## config.mk

```make
export PLATFORM = sky130hd
export DESIGN_NAME = fpreg_block_xfer
export DESIGN_NICKNAME = d
export VERILOG_FILES = /design/src/rtl/fpx_pkg.sv /design/src/rtl/fpx_decode.sv /design/src/rtl/fpx_seq.sv /design/src/rtl/fpreg_block_xfer.sv
export SDC_FILE = /design/constraint.sdc
export NUM_CORES = 1
export LEC_CHECK = 0
export ABC_AREA = 1
export CAP_MARGIN = 30
export CORE_MARGIN = 5
export CORE_UTILIZATION = 48
export CTS_CLUSTER_DIAMETER = 40
export DETAILED_ROUTE_END_ITERATION = 16
export PLACE_DENSITY_LB_ADDON = 0.12
export REMOVE_ABC_BUFFERS = 1
export SKIP_LAST_GASP = 1
export SYNTH_ARGS = -nofsm -noshare
export SYNTH_HDL_FRONTEND = slang
export SYNTH_SLANG_ARGS = --single-unit
export TNS_END_PERCENT = 50
```

## constraint.sdc

```tcl
create_clock -name clk -period 4.5 [get_ports clk]
set_input_delay 0.9 -clock clk [delete_from_list [all_inputs] [get_ports clk]]
set_output_delay 0.9 -clock clk [all_outputs]
set_load 0.03 [all_outputs]
```

## src/rtl/fpx_pkg.sv

```systemverilog
package fpx_pkg;
  typedef enum logic [1:0] {
    ST_IDLE = 2'd0,
    ST_XFER = 2'd1,
    ST_DONE = 2'd2
  } seq_state_t;

  localparam int unsigned SP_STEP = 4;
  localparam int unsigned DP_STEP = 8;
endpackage

```

## src/rtl/fpx_decode.sv

```systemverilog
module fpx_decode #(
  parameter int AW    = 32,
  parameter int IMM_W = 8
) (
  input  logic [AW-1:0]    base,
  input  logic [IMM_W-1:0] imm,
  input  logic             up,
  input  logic             pre,
  input  logic             wback,
  input  logic             dbl,
  output logic [IMM_W-1:0] count,
  output logic [AW-1:0]    start,
  output logic             wb_en,
  output logic [AW-1:0]    final_base
);
  logic [AW-1:0]    word_off;
  logic [AW-1:0]    span;
  logic [AW-1:0]    odd_pad;
  logic [IMM_W-1:0] multi_cnt;
  logic             single;

  always_comb begin
    single    = pre && !wback;
    word_off  = AW'(imm) << 2;
    multi_cnt = dbl ? (imm >> 1) : imm;
    span      = dbl ? (AW'(multi_cnt) << 3) : (AW'(multi_cnt) << 2);
    odd_pad   = (dbl && imm[0]) ? AW'(4) : '0;
    if (single) begin
      count      = IMM_W'(1);
      start      = up ? (base + word_off) : (base - word_off);
      wb_en      = 1'b0;
      final_base = base;
    end else begin
      count      = multi_cnt;
      start      = pre ? (base - word_off) : base;
      wb_en      = wback;
      if (!wback)
        final_base = base;
      else if (pre)
        final_base = base - word_off;
      else
        final_base = base + span + odd_pad;
    end
  end
endmodule

```

## src/rtl/fpx_seq.sv

```systemverilog
module fpx_seq
  import fpx_pkg::*;
#(
  parameter int AW    = 32,
  parameter int IMM_W = 8,
  parameter int REG_W = 8
) (
  input  logic             clk,
  input  logic             rst,
  input  logic             cmd_valid,
  output logic             cmd_ready,
  input  logic [IMM_W-1:0] count,
  input  logic [AW-1:0]    start,
  input  logic             wb_en,
  input  logic [AW-1:0]    final_base,
  input  logic             dbl,
  input  logic             load,
  input  logic [REG_W-1:0] first,
  output logic             xfer_valid,
  input  logic             xfer_ready,
  output logic [AW-1:0]    xfer_addr,
  output logic [REG_W-1:0] xfer_reg,
  output logic             xfer_load,
  output logic             done_valid,
  output logic             done_wb,
  output logic [AW-1:0]    done_base
);
  seq_state_t       state;
  logic [IMM_W-1:0] left;
  logic             dbl_r;
  logic [AW-1:0]    step;

  assign cmd_ready = (state == ST_IDLE);
  assign step      = dbl_r ? AW'(DP_STEP) : AW'(SP_STEP);

  always_ff @(posedge clk) begin
    if (rst) begin
      state      <= ST_IDLE;
      left       <= '0;
      dbl_r      <= 1'b0;
      xfer_valid <= 1'b0;
      xfer_addr  <= '0;
      xfer_reg   <= '0;
      xfer_load  <= 1'b0;
      done_valid <= 1'b0;
      done_wb    <= 1'b0;
      done_base  <= '0;
    end else begin
      case (state)
        ST_IDLE: begin
          done_valid <= 1'b0;
          if (cmd_valid) begin
            xfer_addr <= start;
            xfer_reg  <= first;
            xfer_load <= load;
            left      <= count;
            dbl_r     <= dbl;
            done_wb   <= wb_en;
            done_base <= final_base;
            if (count == '0) begin
              state      <= ST_DONE;
              done_valid <= 1'b1;
            end else begin
              state      <= ST_XFER;
              xfer_valid <= 1'b1;
            end
          end
        end
        ST_XFER: begin
          if (xfer_ready) begin
            if (left == IMM_W'(1)) begin
              xfer_valid <= 1'b0;
              done_valid <= 1'b1;
              state      <= ST_DONE;
            end else begin
              xfer_addr <= xfer_addr + step;
              xfer_reg  <= xfer_reg + REG_W'(1);
              left      <= left - IMM_W'(1);
            end
          end
        end
        default: begin
          done_valid <= 1'b0;
          state      <= ST_IDLE;
        end
      endcase
    end
  end
endmodule

```

## src/rtl/fpreg_block_xfer.sv

```systemverilog
module fpreg_block_xfer #(
  parameter int AW    = 32,
  parameter int IMM_W = 8,
  parameter int REG_W = 8
) (
  input  logic             clk,
  input  logic             rst,
  input  logic             cmd_valid,
  output logic             cmd_ready,
  input  logic [AW-1:0]    cmd_base,
  input  logic [IMM_W-1:0] cmd_imm,
  input  logic             cmd_up,
  input  logic             cmd_pre,
  input  logic             cmd_wback,
  input  logic             cmd_load,
  input  logic             cmd_dbl,
  input  logic [REG_W-1:0] cmd_first,
  output logic             xfer_valid,
  input  logic             xfer_ready,
  output logic [AW-1:0]    xfer_addr,
  output logic [REG_W-1:0] xfer_reg,
  output logic             xfer_load,
  output logic             done_valid,
  output logic             done_wb,
  output logic [AW-1:0]    done_base
);
  logic [IMM_W-1:0] dec_count;
  logic [AW-1:0]    dec_start;
  logic             dec_wb;
  logic [AW-1:0]    dec_final;

  fpx_decode #(.AW(AW), .IMM_W(IMM_W)) decode_i (
    .base(cmd_base), .imm(cmd_imm), .up(cmd_up), .pre(cmd_pre),
    .wback(cmd_wback), .dbl(cmd_dbl),
    .count(dec_count), .start(dec_start), .wb_en(dec_wb),
    .final_base(dec_final)
  );

  fpx_seq #(.AW(AW), .IMM_W(IMM_W), .REG_W(REG_W)) seq_i (
    .clk(clk), .rst(rst),
    .cmd_valid(cmd_valid), .cmd_ready(cmd_ready),
    .count(dec_count), .start(dec_start), .wb_en(dec_wb),
    .final_base(dec_final), .dbl(cmd_dbl), .load(cmd_load),
    .first(cmd_first),
    .xfer_valid(xfer_valid), .xfer_ready(xfer_ready),
    .xfer_addr(xfer_addr), .xfer_reg(xfer_reg), .xfer_load(xfer_load),
    .done_valid(done_valid), .done_wb(done_wb), .done_base(done_base)
  );
endmodule

```

; ---- Word-level counts from Yosys, hierarchy flattened
; Cells that the tools add are included.
[totals]
mem_bits_ro = 0
ramBits = 0
register_bits = 87
n_memories = 0
output_inout_bits = 77
in_bits = 57
latch_bits = 0
elab_cells = 74
[classes]
shifts = 0
reduce_logical = 11
n_lt_le_gt_ge = 0
n_bitwise = 0
eq_ne = 7
n_div = 0
n_mul = 0
n_addsub = 7
mux = 39
[op_table]
columns = cell, n
row1 = 32-bit 2-to-1 mux, 9
row2 = 32-bit adder, 3
row3 = 8-bit 2-to-1 mux, 8
row4 = 32-bit case mux with 2 select lines, 1
row5 = 32-bit by 10-bit adder with 32-bit output, 1
row6 = 8-bit case mux with 2 select lines, 2
row7 = 32-bit by 10-bit subtractor with 32-bit output, 1
row8 = 11-bit 2-to-1 mux, 1
row9 = 1-bit 2-to-1 mux, 9
row10 = 8-bit by 1-bit adder with 8-bit output (second input constant), 1
row11 = 8-bit by 1-bit equality test with 1-bit output (second input constant), 1
row12 = 8-bit logical NOT, 1
row13 = 2-bit 2-to-1 mux, 4
row14 = 2-bit != test (second input constant), 4
row15 = 8-bit by 1-bit subtractor with 8-bit output (second input constant), 1
row16 = 5-bit AND reduction, 1
row17 = 4-bit 2-to-1 mux, 1
row18 = 1-bit case mux with 2 select lines, 2
row19 = 2-bit case mux with 2 select lines, 1
row20 = 2-bit AND reduction, 2
row21 = 4-bit AND reduction, 1
row22 = 3-bit 2-to-1 mux, 1
row23 = 3-bit AND reduction, 1
row24 = 2-bit by 1-bit equality test with 1-bit output (second input constant), 1
row25 = 5 further kinds, 6

; ---- Longest topological paths before layout
[logic_depth]
depth_word = 7
ltp_mapped = 19
mapped_depth_nobuf = 18

; ---- Modules after synthesis
; A second synthesis with hierarchy kept.
[unflattened]
hier_cells = 1865
hier_area_um2 = 10010.9
[by_module_without_submodules]
columns = module, seq_area_each_um2, cells_per_inst, area_each_um2, instances
row1 = fpx_decode, 0.0, 1121, 5356.4, 1
row2 = fpx_seq, 1741.7, 744, 4654.5, 1

; ---- Least setup slack after synthesis
; No wires, ideal clock.
[synth_timing]
path_kind = input -> register
start = in cmd_imm[1]
end = reg seq_i.done_base[15]
setup_slack_ns = 1.490
path_buffers = 1
path_stages = 17
arrival_time_ns = 2.877
setup_time_ns = 0.132
required_time_ns = 4.368
path_cell_list = clkbuf_1 ha_1 ha_1 inv_1 fa_1 inv_1 nand2_1 o21ai_0 nand2_1 nand2_1 nand2_1 nand2_1 nand2_1 nand3_1 nand3_1 nand2_1 a21oi_1
[synth_between]
elab_chain_cells = 7
word_cells_on_any_way = 8
classes_between = 3 x add/sub / 5 x mux
[synth_rtl]
columns = item, line
row1 = "start, declared", fpreg_block_xfer.sv:11  ; input logic [IMM_W-1:0] cmd_imm,
row2 = 8-bit 2-to-1 mux, fpx_decode.sv:25  ; multi_cnt = dbl ? (imm >> 1) : imm;
row3 = 11-bit 2-to-1 mux, fpx_decode.sv:26  ; span = dbl ? (AW'(multi_cnt) << 3) : (AW'(multi_cnt) << 2);
row4 = 32-bit adder (2 in a row), fpx_decode.sv:42  ; final_base = base + span + odd_pad;
row5 = 32-bit 2-to-1 mux (*), fpx_decode.sv:39  ; else if (pre)
row6 = 32-bit 2-to-1 mux (*), fpx_decode.sv:37  ; if (!wback)
row7 = 32-bit 2-to-1 mux (*), fpx_decode.sv:28  ; if (single) begin
row8 = "end signal, assigned", fpx_seq.sv:59  ; done_base <= final_base;
row9 = "end, declared", fpx_seq.sv:26  ; output logic [AW-1:0] done_base
; Mark *: on every way between the ends. The rest lies on a longest branch, timed or not.
; A chain may end at the register's enable or synchronous reset.

; ---- Final worst setup path
[layout_timing]
start = in cmd_imm[6]
end = reg seq_i.done_base[13]
; Same word-level chain as after synthesis.

==> flow_summary.ini <==
[floorplanning]
dieWidth_um = 149
coreArea_um2 = 19300
ios = 134
dieArea_um2 = 22300
chipHeight_um = 149
rows = 51
start_util = 0.483

[detailed_routing]
wl_per_cell_um = 17.7
wl_um = 35500
dr.pass1.iters = 6
drc = 0
viasPerCell = 5.70
drtIter0Drc = 1175
via_count = 11500
ant_nets = 0

[synthesis]
synth.cell_area_um2 = 9310
syn_inst = 1661
ys_ff_latch = 87
ys_warn_count = 0
synth_area_per_cell_um2 = 5.61
synth_area_leaders = nand2_1 21%, dfxtp_1 19%, nand3_1 9.3%
synth_top_flop_cell = dfxtp_1
synth_enable_flop_cells = 0
synth.largest_area_cell = nand2_1
async_reset_ff_frac = 0
synth_commonest_cells = 518 x nand2_1, 173 x nand3_1, 168 x a21oi_1
yosys.area.top_type_share = 0.209
yosysSeqAreaShare = 0.187
yosysMostFrequentCell = nand2_1
ys_types = 51

[cells_and_area]
syn_to_final_growth_pct = 19.1
nets = 1839
multiInputGateArea_um2 = 6560
fin_cells = 2009
final_layout_size_suffix_gt1_frac = 0.0453
top_regs = seq_i.done_base (32), seq_i.xfer_addr (32)
n_fill_cell = 2059
regArea_um2 = 1740
final_cell_area_um2 = 11100
diodes = 0

[clock_tree]
cts_resized = 0
cts_inserted_buffers = 9
cts_tree = yes
clkSlewWorstSetupHoldPaths_ns = 0.07
htree_levels = 3
cts_hold_repair.buffers = 0
ctsRootBufferMaster = clkbuf_16
cts_setup_buffers = 0
clk-insertion-delay-late_ns = 0.36
cts_buffer_depth = 2
clkSinkCount = 87

[sta]
drv_slew = 0
layout_min_cycle_time_ns = 3.79
rsz0062_at_grt = no
relSlewSlack = 0.413
finalSetupViolations = 0
finClkSkew_ns = 0.0110
setup_tns_ns = 0
hold_viol = 0
fin_crit_sh = 0.843
worst_pin_slew_ns = 0.879
fmax_mhz = 264
fin_hold_ws_ns = 0.462

[global_routing]
grt_use_met3 = 0.0386
grt_antenna_before_repair = 0
grt_pass1_wl_um = 56200
grt_start_max_net_pins = 62
grt-ovfl-total = 0
met1_usage = 0.427
grt_pass1_vias = 10600
grt.met2_usage = 0.511
busiest_layer = met2
globalRouteTotalUtil = 0.314

[flow_run]
maxCapViolCount = 0

[pwr]
finalPower_uw = 3170
powerDensity_nw_per_um2 = 286
leakagePower_uw = 0.00494
irDropWorstVdd_mv = 0.218

[setup_path]
critical_path_class = in -> reg
required_ns = 4.78
cp_num_buf_inv = 3
critPathTopFamily = compound AO/OA/AOI/OAI gates
cp_max_fo = 11
worstPathCellList = clkdlybuf4s50_1 -> inv_1 -> ha_1 -> inv_1 -> ha_1 -> a21oi_1 -> o21ai_0 -> nand2_1 -> nand3_1 -> a21oi_1 -> o21ai_0 -> nand3_1 -> nand2_1 -> a21oi_1
cpPeakStageDelay_ns = 0.56
cpMostUsedCell = a21oi_1
startpoint_type = input pin
end_kind = flop
arrival_ns = 4.07
crit_slowest_cell = clkdlybuf4s50_1

[outcome]
status = completed

[placed_design]
place_congestion = 1.02
place_hpwl_um = 26200
placedCellCount = 1994
place_area_um2 = 10700
port_buffers = 133

[worst_hold_path]
hold_path_class = reg -> reg
## worst min-delay path, stage by stage, from the launching register on
cell and delay [ns]:
dfxtp_1 0.31, nand2_1 0.06, a21oi_1 0.05
## where the power goes
part	switching, uW	internal (uW)
registers	98.9	861
logic	844	448
clock network	372	546
## worst paths after layout
check	startpoint	endpoint	slack [ns]	cells after the start
max	cmd_imm[6]	seq_i.done_base[13]$_SDFFE_PP0P_	0.71	14
min	seq_i.done_base[21]$_SDFFE_PP0P_	seq_i.done_base[21]$_SDFFE_PP0P_	0.46	2
max reg2reg	seq_i.dbl_r$_SDFFE_PP0P_	seq_i.xfer_addr[24]$_SDFFE_PP0P_	1.72	16
min reg2reg	seq_i.done_base[21]$_SDFFE_PP0P_	seq_i.done_base[21]$_SDFFE_PP0P_	0.46	2
## layer usage
metal  vias to the layer above  routed length [um]
li1                       5624                   -
met1                      5230               15300
met2                       531               16000
met3                        76                2930
met4                         0                1270
met5                         -                   0
## cell usage in the layout (no fill, tap or decap), types with 2 or more instances in the layout
master and instances:
nand3_1 173, buf_4 17, nor2_2 8, nand3b_1 5, ha_1 38, dfxtp_1 87
nand2_1 517, o21ai_0 108, xor2_1 27, a221oi_1 3, clkbuf_16 9, fa_1 4
nand4_1 36, inv_2 9, xnor2_1 10, inv_6 2, clkdlybuf4s50_1 131, buf_2 2
bufinv_16 3, nor4_1 3, nand2_4 3, a211oi_1 4, or2_2 5, o21ai_1 6
o221ai_1 3, nor2_1 131, a21oi_1 168, o211ai_1 12, o22ai_1 3, a31oi_1 7
inv_1 157, nor2_4 4, nand2_2 8, nor3_1 21
## through the flow
step	util	setup WS, ns
2_1_floorplan	-	1.25
3_3_place_gp	0.556	0.552
3_5_place_dp	0.558	0.406
4_1_cts	0.575	0.776
5_1_grt	0.575	0.452
6_report	0.575	0.706
## area by class of cell
cell class | instances | share of cell area
Clock buffer | 9 | 0.0203
Clock inverter | 6 | 0.0105
Inverter | 168 | 0.0570
Multi-Input combinational cell | 1323 | 0.592
Sequential cell | 87 | 0.157
Tap cell | 265 | 0.0299
Timing Repair Buffer | 151 | 0.133
## kinds of logic after synthesis
logic type	count (synthesis)	share of synthesized area
AO/OA/AOI/OAI	321	0.184
flip-flops	87	0.187
AND/OR/NAND/NOR	922	0.426
XOR/XNOR	37	0.0348
buffers and inverters	251	0.108
other	1	0.000403
adder cells (fa/ha/maj)	42	0.0597
Power figures use the tool's default switching activity.
